===== config.mk =====
export PLATFORM = sky130hd
export DESIGN_NAME = twi_eeprom_slave
export DESIGN_NICKNAME = d
export VERILOG_FILES = /design/src/rtl/twi_pkg.sv /design/src/rtl/twi_sync.sv /design/src/rtl/twi_bus_cond.sv /design/src/rtl/twi_addr_ctr.sv /design/src/rtl/twi_eeprom_slave.sv
export SDC_FILE = /design/constraint.sdc
export NUM_CORES = 1
export LEC_CHECK = 0
export BUFFER_PORTS_ARGS = -buffer_cell sky130_fd_sc_hd__buf_2
export CAP_MARGIN = 10
export CORE_UTILIZATION = 53
export DETAILED_ROUTE_END_ITERATION = 6
export PLACE_DENSITY_LB_ADDON = 0.15
export SKIP_LAST_GASP = 1
export SYNTH_ARGS = -nofsm -noshare
export SYNTH_HDL_FRONTEND = slang
export SYNTH_SLANG_ARGS = --single-unit

===== constraint.sdc =====
create_clock -name clk_i -period 2.3 [get_ports clk_i]
set_input_delay 0.115 -clock clk_i [delete_from_list [all_inputs] [get_ports clk_i]]
set_output_delay 0.115 -clock clk_i [all_outputs]
set_load 0.005 [all_outputs]

===== src/rtl/twi_pkg.sv =====
package twi_pkg;
  typedef enum logic [3:0] {
    ST_IDLE,
    ST_DEV,
    ST_DEV_ACK,
    ST_WADDR,
    ST_WADDR_ACK,
    ST_WDATA,
    ST_WDATA_ACK,
    ST_RDATA,
    ST_RACK
  } twi_state_e;

  localparam logic [3:0] DEV_TYPE = 4'b1010;
endpackage


===== src/rtl/twi_sync.sv =====
module twi_sync #(
  parameter int W      = 2,
  parameter int STAGES = 2
) (
  input  logic         clk_i,
  input  logic         rst_ni,
  input  logic [W-1:0] d_i,
  output logic [W-1:0] q_o
);
  logic [STAGES-1:0][W-1:0] pipe_q;
  logic [STAGES-1:0][W-1:0] pipe_d;

  if (STAGES > 1) begin : g_chain
    assign pipe_d = {pipe_q[STAGES-2:0], d_i};
  end else begin : g_single
    assign pipe_d = d_i;
  end

  // idle bus is high
  always_ff @(posedge clk_i or negedge rst_ni) begin
    if (!rst_ni) pipe_q <= '1;
    else         pipe_q <= pipe_d;
  end

  assign q_o = pipe_q[STAGES-1];
endmodule


===== src/rtl/twi_bus_cond.sv =====
module twi_bus_cond (
  input  logic clk_i,
  input  logic rst_ni,
  input  logic scl_i,
  input  logic sda_i,
  output logic scl_rise_o,
  output logic scl_fall_o,
  output logic start_o,
  output logic stop_o
);
  logic scl_q, sda_q;

  always_ff @(posedge clk_i or negedge rst_ni) begin
    if (!rst_ni) begin
      scl_q <= 1'b1;
      sda_q <= 1'b1;
    end else begin
      scl_q <= scl_i;
      sda_q <= sda_i;
    end
  end

  assign scl_rise_o = scl_i & ~scl_q;
  assign scl_fall_o = ~scl_i & scl_q;
  assign start_o    = scl_i & scl_q & sda_q & ~sda_i;
  assign stop_o     = scl_i & scl_q & ~sda_q & sda_i;
endmodule


===== src/rtl/twi_addr_ctr.sv =====
module twi_addr_ctr #(
  parameter int AW        = 10,
  parameter int PAGE_BITS = 4
) (
  input  logic          clk_i,
  input  logic          rst_ni,
  input  logic          load_i,
  input  logic [AW-1:0] load_val_i,
  input  logic          inc_i,
  input  logic          page_wrap_i,
  output logic [AW-1:0] addr_o
);
  localparam logic [AW-1:0]        A_ONE = AW'(1);
  localparam logic [PAGE_BITS-1:0] P_ONE = PAGE_BITS'(1);

  logic [AW-1:0] addr_q;

  always_ff @(posedge clk_i or negedge rst_ni) begin
    if (!rst_ni) begin
      addr_q <= '0;
    end else if (load_i) begin
      addr_q <= load_val_i;
    end else if (inc_i) begin
      if (page_wrap_i)
        addr_q <= {addr_q[AW-1:PAGE_BITS], addr_q[PAGE_BITS-1:0] + P_ONE};
      else
        addr_q <= addr_q + A_ONE;
    end
  end

  assign addr_o = addr_q;
endmodule


===== src/rtl/twi_eeprom_slave.sv =====
module twi_eeprom_slave #(
  parameter int AW          = 10,
  parameter int DW          = 8,
  parameter int PAGE_BITS   = 4,
  parameter int SYNC_STAGES = 2
) (
  input  logic          clk_i,
  input  logic          rst_ni,
  input  logic          scl_i,
  input  logic          sda_i,
  input  logic          dev_sel_i,
  output logic          sda_oe_o,
  output logic          mem_req_o,
  output logic          mem_we_o,
  output logic [AW-1:0] mem_addr_o,
  output logic [DW-1:0] mem_wdata_o,
  input  logic [DW-1:0] mem_rdata_i,
  output logic          commit_req_o,
  input  logic          commit_busy_i
);
  import twi_pkg::*;

  localparam int HI_BITS = AW - DW;
  localparam int BCW     = $clog2(DW);
  localparam logic [BCW-1:0] LAST_BIT = BCW'(DW - 1);
  localparam logic [BCW-1:0] B_ONE    = BCW'(1);

  logic scl_s, sda_s;
  logic scl_rise, scl_fall, start_det, stop_det;

  twi_sync #(.W(2), .STAGES(SYNC_STAGES)) u_sync (
    .clk_i (clk_i),
    .rst_ni(rst_ni),
    .d_i   ({scl_i, sda_i}),
    .q_o   ({scl_s, sda_s})
  );

  twi_bus_cond u_cond (
    .clk_i     (clk_i),
    .rst_ni    (rst_ni),
    .scl_i     (scl_s),
    .sda_i     (sda_s),
    .scl_rise_o(scl_rise),
    .scl_fall_o(scl_fall),
    .start_o   (start_det),
    .stop_o    (stop_det)
  );

  twi_state_e        state_q;
  logic [BCW-1:0]    bit_cnt_q;
  logic [DW-2:0]     rx_q;
  logic [DW-1:0]     tx_q;
  logic [HI_BITS-1:0] hi_q;
  logic              byte_end_q, rw_q, wrote_q, ack_ok_q, oe_q;
  logic              mem_req_q, mem_we_q, rd_pend_q, commit_q;
  logic [AW-1:0]     mem_addr_q;
  logic [DW-1:0]     mem_wdata_q;

  logic [DW-1:0] rx_byte;
  logic          hdr_ok, last_bit, bus_evt, rd_fetch, wr_byte, addr_load;
  logic [AW-1:0] ctr_addr;

  always_comb begin
    rx_byte   = {rx_q, sda_s};
    hdr_ok    = (rx_byte[DW-1:DW-4] == DEV_TYPE) && (rx_byte[HI_BITS+1] == dev_sel_i)
                && !commit_busy_i;
    last_bit  = scl_rise && (bit_cnt_q == LAST_BIT) && !byte_end_q;
    bus_evt   = start_det | stop_det;
    rd_fetch  = !bus_evt && ((state_q == ST_DEV && last_bit && hdr_ok && rx_byte[0]) ||
                             (state_q == ST_RACK && scl_rise && !sda_s));
    wr_byte   = !bus_evt && (state_q == ST_WDATA) && last_bit;
    addr_load = !bus_evt && (state_q == ST_WADDR) && last_bit;
  end

  twi_addr_ctr #(.AW(AW), .PAGE_BITS(PAGE_BITS)) u_ctr (
    .clk_i      (clk_i),
    .rst_ni     (rst_ni),
    .load_i     (addr_load),
    .load_val_i ({hi_q, rx_byte}),
    .inc_i      (rd_fetch | wr_byte),
    .page_wrap_i(wr_byte),
    .addr_o     (ctr_addr)
  );

  always_ff @(posedge clk_i or negedge rst_ni) begin
    if (!rst_ni) begin
      state_q     <= ST_IDLE;
      bit_cnt_q   <= '0;
      rx_q        <= '0;
      tx_q        <= '0;
      hi_q        <= '0;
      byte_end_q  <= 1'b0;
      rw_q        <= 1'b0;
      wrote_q     <= 1'b0;
      ack_ok_q    <= 1'b0;
      oe_q        <= 1'b0;
      mem_req_q   <= 1'b0;
      mem_we_q    <= 1'b0;
      rd_pend_q   <= 1'b0;
      commit_q    <= 1'b0;
      mem_addr_q  <= '0;
      mem_wdata_q <= '0;
    end else begin
      mem_req_q <= 1'b0;
      commit_q  <= 1'b0;
      rd_pend_q <= mem_req_q & ~mem_we_q;
      if (rd_pend_q) tx_q <= mem_rdata_i;

      if (rd_fetch) begin
        mem_req_q  <= 1'b1;
        mem_we_q   <= 1'b0;
        mem_addr_q <= ctr_addr;
      end
      if (wr_byte) begin
        mem_req_q   <= 1'b1;
        mem_we_q    <= 1'b1;
        mem_addr_q  <= ctr_addr;
        mem_wdata_q <= rx_byte;
      end

      if (start_det) begin
        state_q    <= ST_DEV;
        bit_cnt_q  <= '0;
        byte_end_q <= 1'b0;
        oe_q       <= 1'b0;
        wrote_q    <= 1'b0;
      end else if (stop_det) begin
        state_q    <= ST_IDLE;
        byte_end_q <= 1'b0;
        oe_q       <= 1'b0;
        commit_q   <= wrote_q;
        wrote_q    <= 1'b0;
      end else begin
        unique case (state_q)
          ST_IDLE: ;
          ST_DEV, ST_WADDR, ST_WDATA: begin
            if (scl_rise && !byte_end_q) begin
              rx_q <= rx_byte[DW-2:0];
              if (bit_cnt_q != LAST_BIT) begin
                bit_cnt_q <= bit_cnt_q + B_ONE;
              end else if (state_q == ST_DEV) begin
                if (hdr_ok) begin
                  byte_end_q <= 1'b1;
                  rw_q       <= rx_byte[0];
                  if (!rx_byte[0]) hi_q <= rx_byte[HI_BITS:1];
                end else begin
                  state_q <= ST_IDLE;
                end
              end else begin
                byte_end_q <= 1'b1;
                if (state_q == ST_WDATA) wrote_q <= 1'b1;
              end
            end
            if (scl_fall && byte_end_q) begin
              byte_end_q <= 1'b0;
              bit_cnt_q  <= '0;
              oe_q       <= 1'b1;
              state_q    <= (state_q == ST_DEV)   ? ST_DEV_ACK :
                            (state_q == ST_WADDR) ? ST_WADDR_ACK : ST_WDATA_ACK;
            end
          end
          ST_DEV_ACK: begin
            if (scl_fall) begin
              if (rw_q) begin
                state_q <= ST_RDATA;
                oe_q    <= ~tx_q[DW-1];
              end else begin
                state_q <= ST_WADDR;
                oe_q    <= 1'b0;
              end
            end
          end
          ST_WADDR_ACK, ST_WDATA_ACK: begin
            if (scl_fall) begin
              state_q <= ST_WDATA;
              oe_q    <= 1'b0;
            end
          end
          ST_RDATA: begin
            if (scl_fall) begin
              if (bit_cnt_q == LAST_BIT) begin
                oe_q    <= 1'b0;
                state_q <= ST_RACK;
              end else begin
                bit_cnt_q <= bit_cnt_q + B_ONE;
                tx_q      <= tx_q << 1;
                oe_q      <= ~tx_q[DW-2];
              end
            end
          end
          ST_RACK: begin
            if (scl_rise) ack_ok_q <= ~sda_s;
            if (scl_fall) begin
              bit_cnt_q <= '0;
              if (ack_ok_q) begin
                state_q <= ST_RDATA;
                oe_q    <= ~tx_q[DW-1];
              end else begin
                state_q <= ST_IDLE;
                oe_q    <= 1'b0;
              end
            end
          end
          default: state_q <= ST_IDLE;
        endcase
      end
    end
  end

  assign sda_oe_o     = oe_q;
  assign mem_req_o    = mem_req_q;
  assign mem_we_o     = mem_we_q;
  assign mem_addr_o   = mem_addr_q;
  assign mem_wdata_o  = mem_wdata_q;
  assign commit_req_o = commit_q;
endmodule


## After elaboration in Yosys (flattened, before gate mapping)

Cells that the tools add are included.

- Register bits after elaboration: 67
- Logic and storage cells: 190
- Output and inout port bits: 22
- Input bits: 14

- Reductions and logical operators: 42
- Equal/unequal tests: 34
- Add/sub/neg operators: 3
- Muxes and demuxes: 69
- Bitwise operators: 20

Operator list:

| operator | number |
|---|---|
| 10-bit two-way mux | 5 |
| 4-bit two-way mux | 12 |
| 8-bit two-way mux | 6 |
| 3-bit two-way mux | 11 |
| 4-bit != test, second input constant | 8 |
| 1-bit two-way mux | 31 |
| 4-bit case mux with 6 select lines | 1 |
| 3-bit != test, second input constant | 7 |
| 5-bit != test, second input constant | 4 |
| 4-bit by 3-bit == test with 1-bit output, second input constant | 4 |
| 1-bit logical AND | 16 |
| 7-bit AND reduction | 2 |
| 4-bit AND reduction | 3 |
| 10-bit by 1-bit adder with 10-bit output, second input constant | 1 |
| 1-bit NOT | 10 |
| 10-bit AND reduction | 1 |
| 3-bit case mux with 3 select lines | 1 |
| 3-bit nonzero test | 3 |
| 1-bit bitwise AND | 8 |
| 4-bit by 2-bit == test with 1-bit output, second input constant | 2 |
| 4-bit == test, second input constant | 2 |
| 8-bit AND reduction | 1 |
| 4-bit nonzero test | 2 |
| 7-bit nonzero test | 1 |
| other kinds (21) | 26 |

## Logic depth before layout (Yosys ltp)

- Depth after elaboration: 12
- Mapped depth: 8
- Gate-level depth less buffers: 7

## Modules after synthesis

Synthesis repeated with hierarchy kept, for this count alone.

- Cells, all modules: 294
- Area total of the unflattened synthesis: 3,288.2 µm²

Modules (own cells, without submodules):

| module | instances | area each (µm²) | cells each |
|---|---|---|---|
| twi_eeprom_slave | 1 | 2,517.4 | 221 |
| twi_addr_ctr | 1 | 580.6 | 63 |
| twi_sync | 1 | 105.1 | 4 |
| twi_bus_cond | 1 | 85.1 | 6 |

## Worst setup path before layout

Ideal clock, no wire load.

- Path kind: register to register
- Start point: register rx_q[5]
- End point: register mem_addr_q[2] (netlist: mem_addr_o[2])
- Data arrival time: 2.040 ns
- Path slack: 0.135 ns
- Cell stages (with the launch flop): 8
- Data required time: 2.175 ns
- Path through: dfrtp_1 > nand3b_1 > or4_1 > buf_2 > or3_4 > nand3_4 > buf_12 > mux2_4

- Word-level cells in the longest chain between the ends: 8

Ends and longest elaborated chain:

| element | line | text |
|---|---|---|
| start, declared | twi_eeprom_slave.sv:51 | `logic [DW-2:0] rx_q;` |
| start signal, assigned | twi_eeprom_slave.sv:138 | `rx_q <= rx_byte[DW-2:0];` |
| 4-bit == test | twi_eeprom_slave.sv:65 | `hdr_ok = (rx_byte[DW-1:DW-4] == DEV_TYPE) && (rx_byte[HI_BITS+1] == dev_sel_i)` |
| 1-bit logical AND | twi_eeprom_slave.sv:65 |  |
| 1-bit logical AND | twi_eeprom_slave.sv:66 | `&& !commit_busy_i;` |
| 1-bit logical AND (2 in series) | twi_eeprom_slave.sv:69 | `rd_fetch = !bus_evt && ((state_q == ST_DEV && last_bit && hdr_ok && rx_byte[0]) \|\|` |
| 1-bit logical OR | twi_eeprom_slave.sv:69 |  |
| 1-bit logical AND | twi_eeprom_slave.sv:69 |  |
| 2-bit nonzero test (no line) | n/a |  |
| end signal, assigned | twi_eeprom_slave.sv:112 | `mem_addr_q <= ctr_addr;` |
| end signal, assigned | twi_eeprom_slave.sv:117 | `mem_addr_q <= ctr_addr;` |
| end, declared | twi_eeprom_slave.sv:56 | `logic [AW-1:0] mem_addr_q;` |

No other way between the ends.
A chain may end at the register's enable or synchronous reset.

## Final worst setup path

- Start point: register bit_cnt_q[0]
- End point: register mem_addr_q[6] (netlist: mem_addr_o[6])

- Word-level cells in the longest chain between the ends: 9
- Elaborated cells on any way between the ends: 11

Ends and longest elaborated chain:

| element | line | text |
|---|---|---|
| start, declared | twi_eeprom_slave.sv:50 | `logic [BCW-1:0] bit_cnt_q;` |
| start signal, assigned | twi_eeprom_slave.sv:140 | `bit_cnt_q <= bit_cnt_q + B_ONE;` |
| start signal, assigned | twi_eeprom_slave.sv:185 | `bit_cnt_q <= bit_cnt_q + B_ONE;` |
| 3-bit == test (*) | twi_eeprom_slave.sv:67 | `last_bit = scl_rise && (bit_cnt_q == LAST_BIT) && !byte_end_q;` |
| 1-bit logical AND (*) (2 in series) | twi_eeprom_slave.sv:67 |  |
| 1-bit logical AND (3 in series) | twi_eeprom_slave.sv:69 |  |
| 1-bit logical OR | twi_eeprom_slave.sv:69 |  |
| 1-bit logical AND | twi_eeprom_slave.sv:69 |  |
| 2-bit nonzero test (no line) | n/a |  |

Every way passes the cells marked *; elsewhere a longest branch is shown, timed or not.

==> results by group <==
Clock network
  • Clock tree from TritonCTS: done
  • Clock Sinks: 67
  • Clock input transition at the sequential cells of the worst setup and hold paths: 80 ps
  • CTS Buf Count: 9
  • H-tree level count: 3
  • PostCTS Resize Cnt: 0
  • Max clock buf depth: 2
  • Root buffer cell: clkbuf_8
  • Number of buffers inserted to repair setup after CTS: 0
  • Worst skew pair latency: 350 ps

Detailed routing
  • Routed wire per std cell: 17.34 µm
  • Post-detailed-route via-to-cell ratio: 6.091
  • Starting DRT DRC Count: 347
  • Total wirelength of the detailed-routed design: between 8000 and 9000 µm
  • Vias after detailed routing: between 2k and 3k
  • Number of nets still failing antenna checks after routing: 0
  • Total DRC errors in the routed layout: 0
  • Pre-antenna DRT Iters: 5

Power
  • Relative contribution of sequential cells to total power: 48.5%
  • Cell Int Power: 1.962 mW
  • Leakage power of the design: 1.936 nW
  • Maximum ir drop on the vdd rail: 0.6089 mV
  • Sw Ratio: 25.44%
  • Logic gate share of total power: 10.0%
  • Share of total power in the clock network: between 40 and 50%
  • Total power: about 2.6 mW
  • NetSw: ~0.67 mW
  • Power density relative to cell area: 640.5 nW/µm²

Place
  • GP Congestion: 0.8914
  • Placed cells: 442
  • Detailed-placement wirelength estimate: roughly 5500 µm
  • Setup Slack @ Placement: 112.2 ps
  • Port Buffers: 35

Worst setup path
  • Nature of the critical path endpoint: register
  • Library cell appearing most often on the critical path: ha_1
  • Critical path buffers and inverters: 0
  • Crit path arrival time: 2440 ps
  • Worst-path fanout max: 6
  • Cells along the critical path: ha_1, ha_1, and4bb_2, nand4b_1, nand3_2, mux2_4
  • WS Path Type: register to register
  • Startpoint type of the worst setup path: register
  • Longest individual stage delay on the worst path: between 300 and 400 ps
  • Critical Path Slowest Stage Cell: dfrtp_1
  • Top delay family on crit path: simple AND/OR/NAND/NOR gates
  • Critical Path RT: between 2000 and 3000 ps

Synthesis
  • Avg Inst Size Synth: 10.77 µm²
  • Post-synth top area cell: dfrtp_1
  • Post-synth top flop: dfrtp_1
  • Post-synth top area share: a little over two fifths
  • Flip-flop and latch count after synthesis: 67
  • Post-synth net total: around 350
  • Warnings from Yosys: 0
  • Top post-synthesis cells by area: dfrtp_1 43%, mux2_2 5.4%, dfstp_2 4.4%, mux2_4 3.8%, a21oi_1 3.1%
  • Cell area after synthesis: 3545 µm²
  • Number of enable flip-flop cells after synthesis: 0
  • Complex-gate fraction of the synthesized area: 15.25%
  • Area share of fa/ha/maj cells after synthesis: 1.059%
  • Main combinational cell family by area after synthesis: simple AND/OR/NAND/NOR gates
  • Fraction of synthesized cell area in xor and xnor cells: 0.7413%
  • Number of distinct standard cells referenced by the synthesized netlist: 71
  • Fraction of synthesized area in multiplexers: 12.95%
  • Instance count of the mapped netlist: 329
  • Share of synthesized area occupied by flip-flops and latches: roughly 48%
  • Area fraction in and, or, nand and nor cells after synthesis: around 18%
  • Post-synthesis async set-or-reset flop share: 100.0%

Cells and area
  • Final nets: between 300 and 400
  • Antenna diode instance count: 0
  • Share of post-route cells with drive strength above 1: 31.17%
  • Area Growth Syn to Fin: 15.88%
  • Finished Layout Cells: 462

Global route
  • Aggregate global-route resource usage: approximately a quarter
  • Remaining Overflow, GRT: 0
  • Via count of the first global-routing pass: between 2k and 3k
  • Pin count of the biggest net entering global routing: 28
  • Initial antenna violation count: 0
  • Global-route wire length before repair: ~13000 µm

Floorplan
  • I/O pins: 36
  • DIE AREA: 7019 µm²
  • Area of the core: between 6000 and 7000 µm²
  • Number of rows created at floorplan: 29
  • Starting utilization of the core area: 55.51%
  • Die Span X: 83.78 µm
  • Floorplan die height: 83.78 µm

STA
  • Final-report max-slew violation count: 0
  • Slew of the pin with the lowest slew margin: 522.2 ps
  • Max-slew headroom: 65.19%
  • Fin worst setup slack: 95.13 ps
  • Clock Skew: 9.925 ps
  • Number of failing hold endpoints at the final stage: 0
  • Fin crit share: between 90% and 100%
  • Setup TNS after final layout: 0 ps
  • Number of setup violations in the final report: 0
  • Final critical path time including I/O delays and setup: 2205 ps
  • RSZ-0062 raised after global routing: false
  • Highest clock frequency the design can meet: 0.4535 GHz

Flow run
  • Count of max-cap constraint violations: 0

Min path
  • Tightest Hold Check Type: input port to register

Run status
  • Run status: complete, no violations
[worst paths after layout]
path	startpoint	endpoint	slack, ps	depth (start not counted)
worst max-delay path	bit_cnt_q[0]	mem_addr_o[6]	100	6
worst min-delay path	mem_rdata_i[0]	tx_q[0]	60	3
worst max register to register	bit_cnt_q[0]	mem_addr_o[6]	100	6
worst min register to register	u_sync.pipe_d[3]	u_sync.q_o[1]	360	0
max in group asynchronous	rst_ni	hi_q[0]	1280	3
min in group asynchronous	rst_ni	state_q[3]	270	2
[metrics by stage]
stage / cell area [µm²] / util (%) / hold WS [ps]
global route: 4108 / 64.32 / 53.11
floorplan: 3545 / - / -180.6
detailed placement: 3850 / 60.29 / 126.8
global placement: 3850 / 60.29 / 122.6
finish: 4108 / 64.32 / 55.43
CTS: 4098 / 64.17 / 58.32
[power groups by stage]
stage | sequential [mW] | clock (mW) | combinational, mW
floorplan | 1.28 | 0 | 0.175
global placement | 1.30 | 0 | 0.252
detailed placement | 1.30 | 0 | 0.261
CTS | 1.28 | 1.11 | 0.266
global route | 1.28 | 1.16 | 0.294
finish | 1.28 | 1.09 | 0.264
[cells in the mapped netlist, drive strengths merged (6+ instances only)]
| cell | number |
|---|---|
| mux2i | 11 |
| dfrtp | 61 |
| nor3 | 9 |
| nor2 | 17 |
| nand2 | 31 |
| dfstp | 6 |
| buf | 11 |
| o21ai | 18 |
| mux2 | 28 |
| nand2b | 7 |
| clkbuf | 12 |
| a21oi | 22 |
[worst register-to-register path: stages (launching register included)]
cell      delay (ps)
dfrtp_1          390
ha_1             210
ha_1             240
and4bb_2         280
nand4b_1         330
nand3_2          290
mux2_4           360
[flip-flops by register name (all words and copies together), names as in the netlist, 2 cells and up]
signal         count
tx_q               8
state_q            4
mem_addr_o        10
hi_q               2
u_sync.pipe_d      2
bit_cnt_q          3
rx_q               7
mem_wdata_o        8
u_sync.q_o         2
u_ctr.addr_o      10
[cell families (layout without fill, tap and decap cells)]
family	count (synthesis)	in the layout
xor+xnor	3	3
buf+inv	28	83
mux	39	39
fa+ha+maj	3	3
compound gates	80	80
simple gates	109	110
flops	67	67
[placed cells by master (no fill, tap or decap), drive strengths merged, types with 6 or more instances in the layout]
| master | synthesis | routed |
|---|---|---|
| a21oi | 22 | 22 |
| buf | 11 | 59 |
| clkbuf | 12 | 10 |
| dfrtp | 61 | 61 |
| dfstp | 6 | 6 |
| mux2 | 28 | 28 |
| mux2i | 11 | 11 |
| nand2 | 31 | 31 |
| nand2b | 7 | 7 |
| nand3 | 5 | 6 |
| nor2 | 17 | 17 |
| nor3 | 9 | 9 |
| o21ai | 18 | 18 |
[layer usage]
metal	vias up	track usage (%)	wire length, µm	part of all wire [%]
li1	1321	-	-	-
met1	1360	35.95	3803	47
met2	121	33.56	3503	44
met3	12	6.825	554	6.9
met4	0	9.091	147	1.8
met5	-	0	0	0
[what timing repair did]
item                       4_1_cts  5_1_grt
hold endpoints to repair        21        0
setup endpoints to repair        0        2
hold buffers                     3        0
[layout make-up]
class / instances / area (µm²)
repair buffers: 62 / 385.4
inverters: 5 / 18.77
clock buffers: 10 / 127.6
fillers: 509 / 2278
multi-input cells: 235 / 1705
well taps: 77 / 96.34
clock inverters: 6 / 90.09
flip-flops and latches: 67 / 1684
No activity file was read; power rests on OpenSTA's default activity.
